## config.mk

```make
export PLATFORM = sky130hd
export DESIGN_NAME = idle_poll_timer
export DESIGN_NICKNAME = d
export VERILOG_FILES = /design/src/rtl/idle_poll_timer.sv
export SDC_FILE = /design/constraint.sdc
export NUM_CORES = 1
export LEC_CHECK = 0
export ABC_AREA = 1
export BUFFER_PORTS_ARGS = -buffer_cell sky130_fd_sc_hd__buf_2
export CORE_ASPECT_RATIO = 1.75
export CORE_UTILIZATION = 46
export DETAILED_ROUTE_END_ITERATION = 12
export GPL_TIMING_DRIVEN = 0
export PLACE_DENSITY = 0.66
export SYNTH_ARGS = -nofsm -noshare
export SYNTH_HDL_FRONTEND = slang
export SYNTH_SLANG_ARGS = --single-unit
```

## constraint.sdc

```tcl
create_clock -name clk -period 5.72 [get_ports clk]
set_clock_uncertainty 0.15 [all_clocks]
set_input_delay 0.572 -clock clk [delete_from_list [all_inputs] [get_ports clk]]
set_output_delay 0.572 -clock clk [all_outputs]
set_load 0.02 [all_outputs]
```

## src/rtl/idle_poll_timer.sv

```systemverilog
module idle_poll_timer #(
  parameter int BASE_CYC = 16000,
  parameter int NDRV     = 4
) (
  input  logic                    clk,
  input  logic                    rst_n,
  input  logic                    sw_reset,
  input  logic                    ctrl_idle,
  input  logic [1:0]              rate_sel,
  input  logic                    poll_off,
  input  logic                    sense_ack,
  output logic [$clog2(NDRV)-1:0] drive_num,
  output logic [NDRV-1:0]         drive_pend,
  output logic                    irq
);
  localparam int DW   = $clog2(NDRV);
  localparam int MAXP = BASE_CYC << 3;
  localparam int CW   = $clog2(MAXP + 1);

  logic [CW-1:0]   cnt, period;
  logic [NDRV-1:0] low_bit;
  logic            armed, gap, tick;

  assign period  = CW'(BASE_CYC) << rate_sel;
  assign tick    = ctrl_idle && (cnt >= period - 1'b1);
  assign low_bit = drive_pend & (~drive_pend + 1'b1);
  assign irq     = (|drive_pend) & ~gap;

  always_comb begin
    drive_num = '0;
    for (int i = NDRV - 1; i >= 0; i--)
      if (drive_pend[i]) drive_num = DW'(i);
  end

  always_ff @(posedge clk or negedge rst_n) begin
    if (!rst_n) begin
      cnt        <= '0;
      armed      <= 1'b1;
      gap        <= 1'b0;
      drive_pend <= '0;
    end else if (sw_reset) begin
      cnt        <= '0;
      armed      <= 1'b1;
      gap        <= 1'b0;
      drive_pend <= '0;
    end else begin
      gap <= sense_ack;
      if (ctrl_idle) cnt <= tick ? '0 : cnt + 1'b1;
      if (tick && armed) begin
        armed <= 1'b0;
        if (!poll_off) drive_pend <= '1;
      end else if (sense_ack) begin
        drive_pend <= drive_pend & ~low_bit;
      end
    end
  end

  p_pass_once_r3: assert property (@(posedge clk) disable iff (!rst_n)
    (!armed && !sw_reset) |=> ($countones(drive_pend) <= $countones($past(drive_pend))));

  p_off_blocks_r4: assert property (@(posedge clk) disable iff (!rst_n)
    (poll_off && drive_pend == '0) |=> (drive_pend == '0));

  p_ack_clears_one_r5: assert property (@(posedge clk) disable iff (!rst_n)
    (sense_ack && !sw_reset && !armed && drive_pend != '0)
      |=> (int'($countones(drive_pend)) == int'($countones($past(drive_pend))) - 1));

  p_irq_gap_r6: assert property (@(posedge clk) disable iff (!rst_n)
    (sense_ack && !sw_reset) |=> !irq);

  p_pause_r7: assert property (@(posedge clk) disable iff (!rst_n)
    (!ctrl_idle && !sw_reset) |=> $stable(cnt));

  p_swrst_r8: assert property (@(posedge clk) disable iff (!rst_n)
    sw_reset |=> (drive_pend == '0 && !irq));
endmodule

```

### Yosys cells after proc, flatten, opt, wreduce, memory -nomap -nowiden

Index checks and enable logic that the tools add are counted.

* $add $sub $neg: 3
* order comparisons: 1
* equal/unequal tests: 1
* shifts and indexed selects: 1
* muxes and demuxes: 14
* bitwise gates (word level): 6
* reduce and logical (&&, ||, !) cells: 7

Operator list (number)
* 2-to-1 mux 17 bit: 3
* adder 17 x 1 -> 17 bit (second input constant): 1
* greater-or-equal comparator 17 bit: 1
* << shifter 14 x 2 -> 17 bit (first input constant): 1
* subtractor 17 x 1 -> 17 bit (second input constant): 1
* 2-to-1 mux 4 bit: 4
* bitwise AND 4 bit: 2
* 2-to-1 mux 2 bit: 4
* NOT 4 bit: 2
* adder 4 x 1 -> 4 bit (second input constant): 1
* nonzero test 2 bit: 2
* OR reduction 4 bit: 1
* 2-to-1 mux 1 bit: 3
* inequality test 3 bit (second input constant): 1
* nonzero test 3 bit: 1
* logical AND 1 bit: 2
* AND reduction 2 bit: 1
* bitwise AND 1 bit: 1
* NOT 1 bit: 1

* flip-flop bits (word level): 23
* bits of input ports: 8
* output and inout port bits: 7

### Longest topological paths before layout

Gate-level depths: netlist (run 1).

* depth after elaboration: 8
* depth in mapped cells: 18

### Least setup slack after synthesis (run 1)

Ideal clock, no wire load.

* path type: input -> register
* from: in rate_sel[0]
* to: reg drive_pend[0]
* setup time: 0.129 ns
* data arrival time: 2.037 ns
* setup slack: 3.404 ns
* cell stages on the path: 17
* path buffers: 0
* cell sequence: inv_1 -> ha_1 -> nand3_1 -> nor2_1 -> ha_1 -> nand2_1 -> inv_1 -> nand2_1 -> nand2_1 -> nand2_1 -> nand2_1 -> nor2_1 -> nand3_2 -> nand3_4 -> nand2_4 -> nand3_1 -> o21ai_0

* word-level cells in the longest chain between the ends: 7
* elaborated cells between the ends (all ways): 10
* those cells by class: 1 x add/sub; 1 x order compare; 1 x eq/ne; 1 x shift; 2 x mux; 4 x reduce/logical

RTL lines
* start, declared: RTL line 9 `input logic [1:0] rate_sel,`
* << shifter 14 x 2 -> 17 bit (*): RTL line 24 `assign period = CW'(BASE_CYC) << rate_sel;`
* subtractor 17 x 1 -> 17 bit (*): RTL line 25 `assign tick = ctrl_idle && (cnt >= period - 1'b1);`
* greater-or-equal comparator 17 bit (*): RTL line 25
* logical AND 1 bit (*): RTL line 25
* logical AND 1 bit (*): RTL line 49 `if (tick && armed) begin`
* inequality test 3 bit (no line) (tied with other cells)
* AND reduction 2 bit (no line) or 2-to-1 mux 4 bit (tied branches)
* end signal, assigned: RTL line 53 `drive_pend <= drive_pend & ~low_bit;`
* end, declared: RTL line 13 `output logic [NDRV-1:0] drive_pend,`

Mark *: on every way between the ends. The rest lies on a longest branch, timed or not.
A chain may end at the register's enable or synchronous reset.

### Final worst setup path (run 1)

* from: in rate_sel[1]
* to: reg cnt[2]

* word-level cells in the longest chain between the ends: 7

RTL lines
* << shifter 14 x 2 -> 17 bit: RTL line 24
* subtractor 17 x 1 -> 17 bit: RTL line 25
* greater-or-equal comparator 17 bit: RTL line 25
* logical AND 1 bit: RTL line 25
* 2-to-1 mux 17 bit (2 in a row): RTL line 48 `if (ctrl_idle) cnt <= tick ? '0 : cnt + 1'b1;`
* 2-to-1 mux 17 bit: RTL line 41 `end else if (sw_reset) begin`
* end signal, assigned: RTL line 48
* end, declared: RTL line 20 `logic [CW-1:0] cnt, period;`

Every way passes these cells. The select of a mux whose other input is x is not followed.

==> results of run 1 <==
## cell families after synthesis
kind of cell	Yosys count
buf+inv	25
fa+ha+maj	14
simple gates	104
flops	23
xor+xnor	10
compound gates	32
## critical path: cells and delay by family
kind | cells | cell delay [ps]
compound gates | 1 | 140
buf+inv | 3 | 290
simple gates | 10 | 1000
fa+ha+maj | 2 | 530
## worst paths after layout
check | from | to | slack (ps) | depth (start not counted)
hold reg to reg | armed$_DFFE_PN1P_ | armed$_DFFE_PN1P_ | 370 | 2
min in group clk | armed$_DFFE_PN1P_ | armed$_DFFE_PN1P_ | 370 | 2
max in group asynchronous | rst_n | armed$_DFFE_PN1P_ | 4930 | 1
setup reg to reg | cnt[10]$_DFFE_PN0P_ | cnt[2]$_DFFE_PN0P_ | 3590 | 12
hold / removal | rst_n | cnt[12]$_DFFE_PN0P_ | 130 | 1
setup / recovery | rate_sel[1] | cnt[2]$_DFFE_PN0P_ | 3210 | 16
## cell usage after synthesis
library cell | count | share of area [%]
xor2_1 | 10 | 5.4
ha_1 | 14 | 11
inv_1 | 22 | 5.1
nand2_1 | 49 | 11
nor2_2 | 3 | 1.2
nand3_4 | 1 | 1.1
o21ai_1 | 3 | 0.92
dfstp_2 | 1 | 1.6
nand4_2 | 1 | 0.77
and2_1 | 1 | 0.38
dfrtp_1 | 22 | 34
nor3_1 | 4 | 1.2
nand2_4 | 2 | 1.4
clkinv_1 | 1 | 0.23
a31o_2 | 1 | 0.54
nand2_2 | 1 | 0.38
o21ai_0 | 10 | 3.1
nand4_4 | 1 | 1.3
o22ai_1 | 8 | 3.1
nor2_1 | 20 | 4.6
nand3_1 | 11 | 3.4
buf_2 | 2 | 0.61
nor2_4 | 1 | 0.69
o211ai_1 | 1 | 0.46
nand4_1 | 6 | 2.3
a31oi_1 | 1 | 0.38
a21oi_1 | 8 | 2.5
nand3_2 | 3 | 1.8
## cell type report
type / count / area [µm²]
multi-input cells: 160 / 958
clock inverters: 1 / 5.00
clock buffers: 3 / 41.3
well taps: 45 / 56.3
repair buffers: 13 / 65.1
inverters: 23 / 86.3
fillers: 356 / 1600
plain buffers: 2 / 10.0
flip-flops and latches: 23 / 577
## routing by layer
metal | vias to the layer above | part of all wire (%) | GRT usage, %
met5 | - | 0 | 0
met4 | 0 | 2.8 | 10.3
met3 | 9 | 1.9 | 1.33
met2 | 24 | 55 | 41.1
met1 | 659 | 41 | 24.2
li1 | 728 | - | -
## power groups by stage
stage / logic [mW] / registers, mW / clock network (mW)
detailed placement: 0.0316 / 0.173 / 0
CTS: 0.0318 / 0.170 / 0.105
finish: 0.0308 / 0.170 / 0.101
floorplan: 0.0193 / 0.172 / 0
global route: 0.0366 / 0.170 / 0.109
global placement: 0.0312 / 0.173 / 0
## state kept, by name (all words and copies together) (netlist names)
| register | count |
|---|---|
| armed | 1 |
| cnt | 17 |
| drive_pend | 4 |
| gap | 1 |
==> results.py, run 1 <==
metrics = {
    "outcome": {
        "run_status": "finished clean",
    },
    "power_and_ir_drop": {
        "power_frac_comb_pct": 10.2,
        "ir_drop_mv": 0.181,
        "internal_power_mw": 0.224,
        "fin_total_pwr_mw": 0.302,
        "p_leak_nw": 0.833,
        "netSwitchingPower_mw": 0.0776,
        "clkPwrFrac_pct": 33.6,
        "swShare_pct": 25.7,
        "pwr-share-seq_pct": 56.2,
        "power_per_cell_area_mw_per_mm2": 168,
    },
    "route": {
        "drtAntennaViolNets": 0,
        "drt_iter0_drc": 56,
        "drt-total-wl_um": 3570,
        "remaining_drc_errors": 0,
        "vias": 1420,
        "wire_per_inst_um": 13.2,
        "first_pass_iters": 4,
        "avgViaCountPerCell": 5.26,
    },
    "global_routing": {
        "grt_pass1_vias": 1467,
        "grt_max_degree": 24,
        "overflow": 0,
        "grt_pass1_wl_um": 6150,
        "grt_use_total_pct": 22.3,
        "antenna_found_initial": 0,
    },
    "cells_and_area": {
        "area_delta_synth_final_pct": 10.3,
        "diodes": 0,
        "final_nets": 248,
        "fin_util_pct": 52.9,
        "final_cell_mix": "nand2_1, inv_1, dfrtp_1",
        "design_area_mm2": 0.00180,
        "layout-drive-gt1-share_pct": 15.1,
        "final_common_cell": "nand2_1",
        "fin_cells": 270,
    },
    "floorplan": {
        "die_h_um": 80.8,
        "floorplan.initialDensity_pct": 48.0,
        "fp.dieW_um": 47.0,
        "io_pins": 15,
        "core_area_mm2": 0.00340,
        "rows": 28,
        "dieArea_mm2": 0.00380,
    },
    "timing": {
        "tightest_slew_ps": 538,
        "slew_headroom_pct": 64.1,
        "min_period_over_period_pct": 43.8,
        "final.setup.tns_ps": 0,
        "worst_slack_ps": 3210,
        "setup_viol": 0,
        "hold_viol": 0,
        "finalMaxSlewViolations": 0,
        "fmax_ghz": 0.399,
        "min_period_ps": 2510,
        "rsz0062_at_grt": "no",
        "holdWs_ps": 126,
    },
    "worst_setup_path": {
        "slowest_delay_ps": 290,
        "crit_top_cell": "nand2_1",
        "critPathArrivalTime_ps": 2540,
        "cp_max_fo": 5,
        "cp_slowest_cell": "ha_1",
        "crit_path_start_kind": "primary input",
        "crit_chain": "buf_2 > inv_1 > ha_1 > nor2_1 > ha_1 > nand2_1 > inv_1 > nand2_1 > nand2_1 > nand2_1 > nand2_1 > nor2_1 > nand3_2 > nand2_1 > nand3_1 > o22ai_1",
        "worstSetupPathType": "in2reg",
        "cp.required_ps": 5750,
        "crit_path_end_kind": "flip-flop",
    },
    "clock_tree": {
        "clock-sinks": 23,
        "clockRootBuffer": "clkbuf_8",
        "ctsResizeCount": 0,
        "h-tree-depth": 1,
        "cts_tree": "done",
        "cts_inserted_buffers": 3,
        "hold_buffers": 0,
        "cts_setup_buffers": 0,
        "cts.clk_slew.worst_paths_ps": 80,
        "clockBufferDepth": 2,
        "clock_latency_ps": 260,
    },
    "yosys": {
        "synth-simple-area-share_pct": 31.7,
        "synth_cells": 208,
        "yosys_warnings": 0,
        "synth_fa_ha_area_share_pct": 10.7,
        "syn_nets": 230,
        "synth_top_family_by_area": "simple AND/OR/NAND/NOR gates",
        "synth_xor_xnor_area_share_pct": 5.37,
        "netlist_area_mm2": 0.00163,
        "syn_area_per_cell_um2": 7.84,
        "synth.distinct_cells": 28,
        "synth_compound_area_share_pct": 10.9,
        "synthMuxAreaShare_pct": 0,
        "synth_seq_area_share_pct": 35.4,
        "synth_seq_cells": 23,
    },
    "worst_hold_path": {
        "hp-class": "in2async",
    },
    "place": {
        "post-dp-hpwl_um": 2840,
        "pre_cts_ws_ps": 2920,
        "portBuffers": 13,
        "gp_congestion": 0.834,
        "placedCellCount": 266,
        "placed_area_mm2": 0.00175,
    },
    "run": {
        "maxCapViolCount": 0,
    },
}
(Power assumes the default switching activity.)
==> run 2, diff against run 1 <==
clock period = 2.41 ns   (was 5.72 ns; I/O delays follow)
==> run 2 against run 1 <==
Global-route usage stayed put; register-to-register slack worse by 3300 ps; sequential cell count unchanged; total power is 140% higher; largest cell class unchanged.
==> results.py, run 2 (synthesis results as in run 1) <==
metrics = {
    "timing": {
        "setup_viol": 0,
        "finalMaxSlewViolations": 0,
        "slew_headroom_pct": 64.4,
        "rsz0062_at_grt": "no",
        "fmax_ghz": 0.471,
        "min_period_ps": 2120,
        "hold_viol": 0,
        "tightest_slew_ps": 533,
        "min_period_over_period_pct": 88.1,
        "worst_slack_ps": 286,
    },
    "route": {
        "remaining_drc_errors": 0,
        "drt-total-wl_um": 3560,
        "vias": 1423,
        "drtAntennaViolNets": 0,
        "drt_iter0_drc": 64,
        "first_pass_iters": 4,
        "avgViaCountPerCell": 5.23,
        "wire_per_inst_um": 13.1,
    },
    "global_routing": {
        "grt_pass1_wl_um": 6150,
        "grt_use_total_pct": 22.3,
        "grt_max_degree": 24,
        "antenna_found_initial": 0,
        "grt_pass1_vias": 1467,
        "overflow": 0,
    },
    "floorplan": {
        "dieArea_mm2": 0.00380,
        "rows": 28,
        "die_h_um": 80.8,
        "fp.dieW_um": 47.0,
        "floorplan.initialDensity_pct": 48.0,
        "core_area_mm2": 0.00340,
        "io_pins": 15,
    },
    "worst_setup_path": {
        "rr_startpoint": "cnt[10]$_DFFE_PN0P_",
        "crit_path_end_kind": "flip-flop",
        "critical_path_buf_inv_count": 3,
        "slowest_delay_ps": 290,
        "critPathArrivalTime_ps": 2150,
        "crit_top_cell": "nand2_1",
        "r2r_setup_slack_ps": 330,
        "crit_family": "simple AND/OR/NAND/NOR gates",
        "cp_max_fo": 5,
        "crit_path_start_kind": "primary input",
        "r2r-end": "cnt[2]$_DFFE_PN0P_",
        "cp_slowest_cell": "ha_1",
        "crit_chain": "buf_2 > inv_1 > ha_1 > nor2_1 > ha_1 > nand2_1 > inv_1 > nand2_1 > nand2_1 > nand2_1 > nand2_1 > nor2_1 > nand3_2 > nand2_2 > nand3_1 > o22ai_1",
        "worst-path-stages": 16,
        "cp.required_ps": 2440,
        "reg2regPathDepth": 12,
        "worstSetupPathType": "in2reg",
    },
    "worst_hold_path": {
        "whs_endpoint": "gap$_DFF_PN0_",
        "hold_depth": 3,
        "hp-class": "in2reg",
        "hold_start": "sense_ack",
    },
    "clock_tree": {
        "cts_inserted_buffers": 3,
        "clock_latency_ps": 260,
        "cts.clk_slew.worst_paths_ps": 80,
        "cts_tree": "done",
        "clockBufferDepth": 2,
        "clockRootBuffer": "clkbuf_8",
        "h-tree-depth": 1,
        "clock-sinks": 23,
    },
    "run": {
        "maxCapViolCount": 0,
    },
    "place": {
        "portBuffers": 13,
        "post-dp-hpwl_um": 2840,
        "gp_congestion": 0.834,
        "placed_area_mm2": 0.00175,
        "placedCellCount": 266,
        "pre_cts_ws_ps": -56.0,
    },
    "power_and_ir_drop": {
        "fin_total_pwr_mw": 0.718,
        "p_leak_nw": 0.843,
        "ir_drop_mv": 0.431,
        "power_per_cell_area_mw_per_mm2": 395,
    },
    "cells_and_area": {
        "design_area_mm2": 0.00182,
        "layout-drive-gt1-share_pct": 15.9,
        "reg_top3": "cnt (17), drive_pend (4)",
        "area_delta_synth_final_pct": 11.5,
        "top_register": "cnt",
        "final_nets": 250,
        "final_cell_mix": "nand2_1, inv_1, dfrtp_1",
        "fin_cells": 272,
        "largest_register_ff_count": 17,
        "fin_util_pct": 53.5,
        "final_common_cell": "nand2_1",
        "diodes": 0,
    },
    "outcome": {
        "run_status": "finished clean",
    },
}
[run 2: area by class of cell]
class | instances | area (µm²)
fillers | 352 | 1580
plain buffers | 2 | 10.0
well taps | 45 | 56.3
flip-flops and latches | 23 | 577
inverters | 23 | 86.3
clock inverters | 1 | 5.00
multi-input cells | 160 | 961
repair buffers | 15 | 82.6
clock buffers | 3 | 41.3
[run 2: power breakdown]
part | leakage (nW) | total [mW] | switching, mW | internal (mW)
clock network | 0.0255 | 0.239 | 0.124 | 0.115
logic | 0.503 | 0.0762 | 0.0504 | 0.0258
registers | 0.315 | 0.402 | 0.00944 | 0.393
[run 2: per-layer routing]
metal  wire length (µm)  vias up  GRT usage (%)  part of all wire, %
li1                   -      733              -                    -
met1               1430      661           24.2                   40
met2               1960       20           41.1                   55
met3                 67        9           1.33                  1.9
met4                 99        0           10.3                  2.8
met5                  0        -              0                    0
[run 2: worst max path at each step]
stage,startpoint,to,slack (ps)
2_1_floorplan,rate_sel[0],drive_pend[0]$_DFFE_PN0P_,420
3_3_place_gp,rate_sel[1],cnt[2]$_DFFE_PN0P_,-9
3_5_place_dp,rate_sel[1],cnt[2]$_DFFE_PN0P_,-60
4_1_cts,rate_sel[1],cnt[2]$_DFFE_PN0P_,210
5_1_grt,rate_sel[1],drive_pend[2]$_DFFE_PN0P_,30
6_report,rate_sel[1],cnt[2]$_DFFE_PN0P_,290
[run 2: worst reg2reg max path: cells and delay by family (launching register included)]
kind            cells  cell delay [ps]
simple gates       10              920
compound gates      1              140
fa+ha+maj           1              330
flops               1              450
[run 2: metrics by stage]
step           TNS (ps)  hold WS [ps]
2_1_floorplan         0          -205
3_3_place_gp      -9.29          96.3
3_5_place_dp       -212           104
4_1_cts               0          43.9
5_1_grt               0          70.0
6_report              0          52.6
[run 2: repair_timing]
| item | 4_1_cts | 5_1_grt |
|---|---|---|
| endpoints found under the setup margin | 0 | 3 |
| hold buffers | 1 | 0 |
| endpoints found under the hold margin | 22 | 0 |
| setup buffers | 0 | 1 |
| resized for setup | 0 | 1 |
==> run 3, diff against run 2 <==
ABC_AREA = default   (was 1)
PLACE_DENSITY = 0.67   (was 0.66)
==> run 3 against run 2 <==
First-iteration DRC count is 28% lower; sequential share of layout area is 0.47 points higher; total power is 1.3% higher; die area is 7.5% lower; fmax is 10% lower; clock power is 7% higher; synthesized area is 7.7% lower; global-route usage is 0.92 points higher; critical path depth is 8 lower; critical endpoint is now cnt[12]$_DFFE_PN0P_; combinational power is 4.5% higher; non-clock buffer count is 10 higher; worst hold slack better by 19 ps.
==> results.py, run 3 <==
metrics = {
    "place": {
        "post-dp-hpwl_um": 2670,
        "portBuffers": 13,
        "gp_congestion": 0.843,
        "pre_cts_ws_ps": -340,
    },
    "global_routing": {
        "grt_max_degree": 24,
        "overflow": 0,
        "antenna_found_initial": 0,
        "grt_pass1_wl_um": 6060,
        "grt_pass1_vias": 1398,
        "grt_use_total_pct": 23.2,
    },
    "route": {
        "wire_per_inst_um": 15.9,
        "avgViaCountPerCell": 5.98,
        "remaining_drc_errors": 0,
        "drt-total-wl_um": 3850,
        "first_pass_iters": 4,
        "vias": 1452,
        "drtAntennaViolNets": 0,
        "drt_iter0_drc": 46,
    },
    "power_and_ir_drop": {
        "p_leak_nw": 0.812,
        "fin_total_pwr_mw": 0.727,
        "power_per_cell_area_mw_per_mm2": 402,
        "ir_drop_mv": 0.362,
    },
    "yosys": {
        "yosys.area.top_type": "dfrtp_1",
        "netlist_area_mm2": 0.00151,
        "yosys_warnings": 0,
        "yosys.cell_count.top_type": "dfrtp_1",
        "synth_seq_cells": 23,
        "synth_top_area_share_pct": 36.6,
        "synth_top_flop_cell": "dfrtp_1",
        "synth_cells": 173,
        "synth_commonest_cells": "dfrtp_1, nand2_1, nand3_1",
        "syn_area_per_cell_um2": 8.70,
        "async_flop_share_pct": 100,
        "synth_seq_area_share_pct": 38.3,
        "synth_edf_count": 0,
        "synthTopCellsByArea": "dfrtp_1, ha_1, nand3_1, nand2_1, a21oi_1",
        "synth.distinct_cells": 34,
        "syn_nets": 195,
    },
    "floorplan": {
        "die_h_um": 77.7,
        "dieArea_mm2": 0.00351,
        "core_area_mm2": 0.00314,
        "fp.dieW_um": 45.2,
        "io_pins": 15,
        "rows": 27,
        "floorplan.initialDensity_pct": 47.9,
    },
    "worst_setup_path": {
        "crit_path_start_kind": "flip-flop",
        "critPathArrivalTime_ps": 2420,
        "cp_max_fo": 10,
        "worstSetupPathType": "reg2reg",
        "rr_startpoint": "cnt[10]$_DFFE_PN0P_",
        "startpoint": "cnt[10]$_DFFE_PN0P_",
        "cp.required_ps": 2470,
        "r2r_setup_slack_ps": 50,
        "crit_path_end_kind": "flip-flop",
    },
    "cells_and_area": {
        "top_register": "cnt",
        "final_cell_mix": "nand2_1, nand3_1, dfrtp_1",
        "diodes": 0,
        "layout-drive-gt1-share_pct": 23.0,
        "largest_register_ff_count": 17,
        "final_common_cell": "nand2_1",
        "final_nets": 223,
        "reg_top3": "cnt (17), drive_pend (4)",
        "area_delta_synth_final_pct": 20.1,
    },
    "clock_tree": {
        "cts_tree": "done",
        "clockRootBuffer": "clkbuf_8",
        "h-tree-depth": 1,
        "clock-sinks": 23,
        "clock_latency_ps": 280,
        "cts_inserted_buffers": 3,
        "cts.clk_slew.worst_paths_ps": 90,
        "clockBufferDepth": 2,
    },
    "timing": {
        "tightest_slew_ps": 540,
        "min_period_over_period_pct": 98.0,
        "slew_headroom_pct": 64.0,
        "worst_slack_ps": 48.2,
        "finalMaxSlewViolations": 0,
        "hold_viol": 0,
        "fmax_ghz": 0.423,
        "setup_viol": 0,
        "min_period_ps": 2360,
        "holdWs_ps": 71.2,
    },
    "worst_hold_path": {
        "hp-class": "in2reg",
        "hold_start": "sense_ack",
    },
    "run": {
        "maxCapViolCount": 0,
    },
    "outcome": {
        "run_status": "finished clean",
    },
}
-- run 3: cell types whose count changed after synthesis, sizes merged, moves of 3 or more --
cell,previous run,this run
o221ai,0,5
o311ai,0,3
or3,0,8
nand4,8,4
a21oi,8,14
o22ai,8,1
a21o,0,5
inv,22,16
nor2,24,8
nand2,52,19
nand3,15,19
xor2,10,0
-- run 3: where the power goes --
part	total [mW]	switching (mW)	internal, mW
sequential	0.393	0.00368	0.389
combinational	0.0796	0.0500	0.0296
clock	0.255	0.138	0.116
-- run 3: metal layers --
metal | vias up | track usage [%] | wire, µm
met1 | 702 | 23.9 | 1460
li1 | 684 | - | -
met4 | 0 | 12.7 | 146
met3 | 11 | 2.79 | 148
met5 | - | 0 | 0
met2 | 55 | 42.0 | 2100
-- run 3: cell type report --
| type | instances | area, µm² |
|---|---|---|
| Buffer | 4 | 26.3 |
| Clock buffer | 3 | 41.3 |
| Tap cell | 43 | 53.8 |
| Clock inverter | 1 | 5.00 |
| Multi-Input combinational cell | 130 | 897 |
| Fill cell | 289 | 1330 |
| Inverter | 16 | 60.1 |
| Timing Repair Buffer | 23 | 143 |
| Sequential cell | 23 | 582 |
-- run 3: per-stage QoR --
stage,instance area (µm²),setup TNS [ps],util [%],cells
2_1_floorplan,1510,0,-,173
3_3_place_gp,1620,-3710,51.7,229
3_5_place_dp,1620,-4720,51.7,229
4_1_cts,1710,0,54.3,237
5_1_grt,1810,-85.6,57.5,243
6_report,1810,0,57.5,243
-- run 3: final timing paths --
check / to / cells after the start
max: cnt[12]$_DFFE_PN0P_ / 8
min: gap$_DFF_PN0_ / 3
max in group asynchronous: cnt[15]$_DFFE_PN0P_ / 2
min in group asynchronous: drive_pend[3]$_DFFE_PN0P_ / 2
min reg2reg: armed$_DFFE_PN1P_ / 1
max reg2reg: cnt[12]$_DFFE_PN0P_ / 8
-- run 3: what timing repair did --
action / 4_1_cts / 5_1_grt
gates resized for setup: 2 / 14
setup buffers: 3 / 6
hold buffers: 1 / 0
pin swaps: 2 / 5
setup endpoints to repair: 12 / 18
endpoints found under the hold margin: 22 / 0
-- run 3: worst max-delay path, cell delays in order (launching register included) --
cell and delay [ps]:
dfrtp_1 410, ha_1 330, a21oi_2 170, o221ai_2 120, a221oi_2 380, o21ai_2 120
buf_6 160, or3_1 350, nand3_1 100
-- run 3: cells by family (layout without fill, tap and decap cells) --
group | after synthesis | count (layout) | synth area share, %
buffers and inverters | 20 | 47 | 5.57
multiplexers | 1 | 1 | 0.665
adder cells (fa/ha/maj) | 14 | 14 | 11.6
XOR/XNOR | 2 | 2 | 1.16
AND/OR/NAND/NOR | 69 | 69 | 23.3
flip-flops | 23 | 23 | 38.3
AO/OA/AOI/OAI | 44 | 44 | 19.4
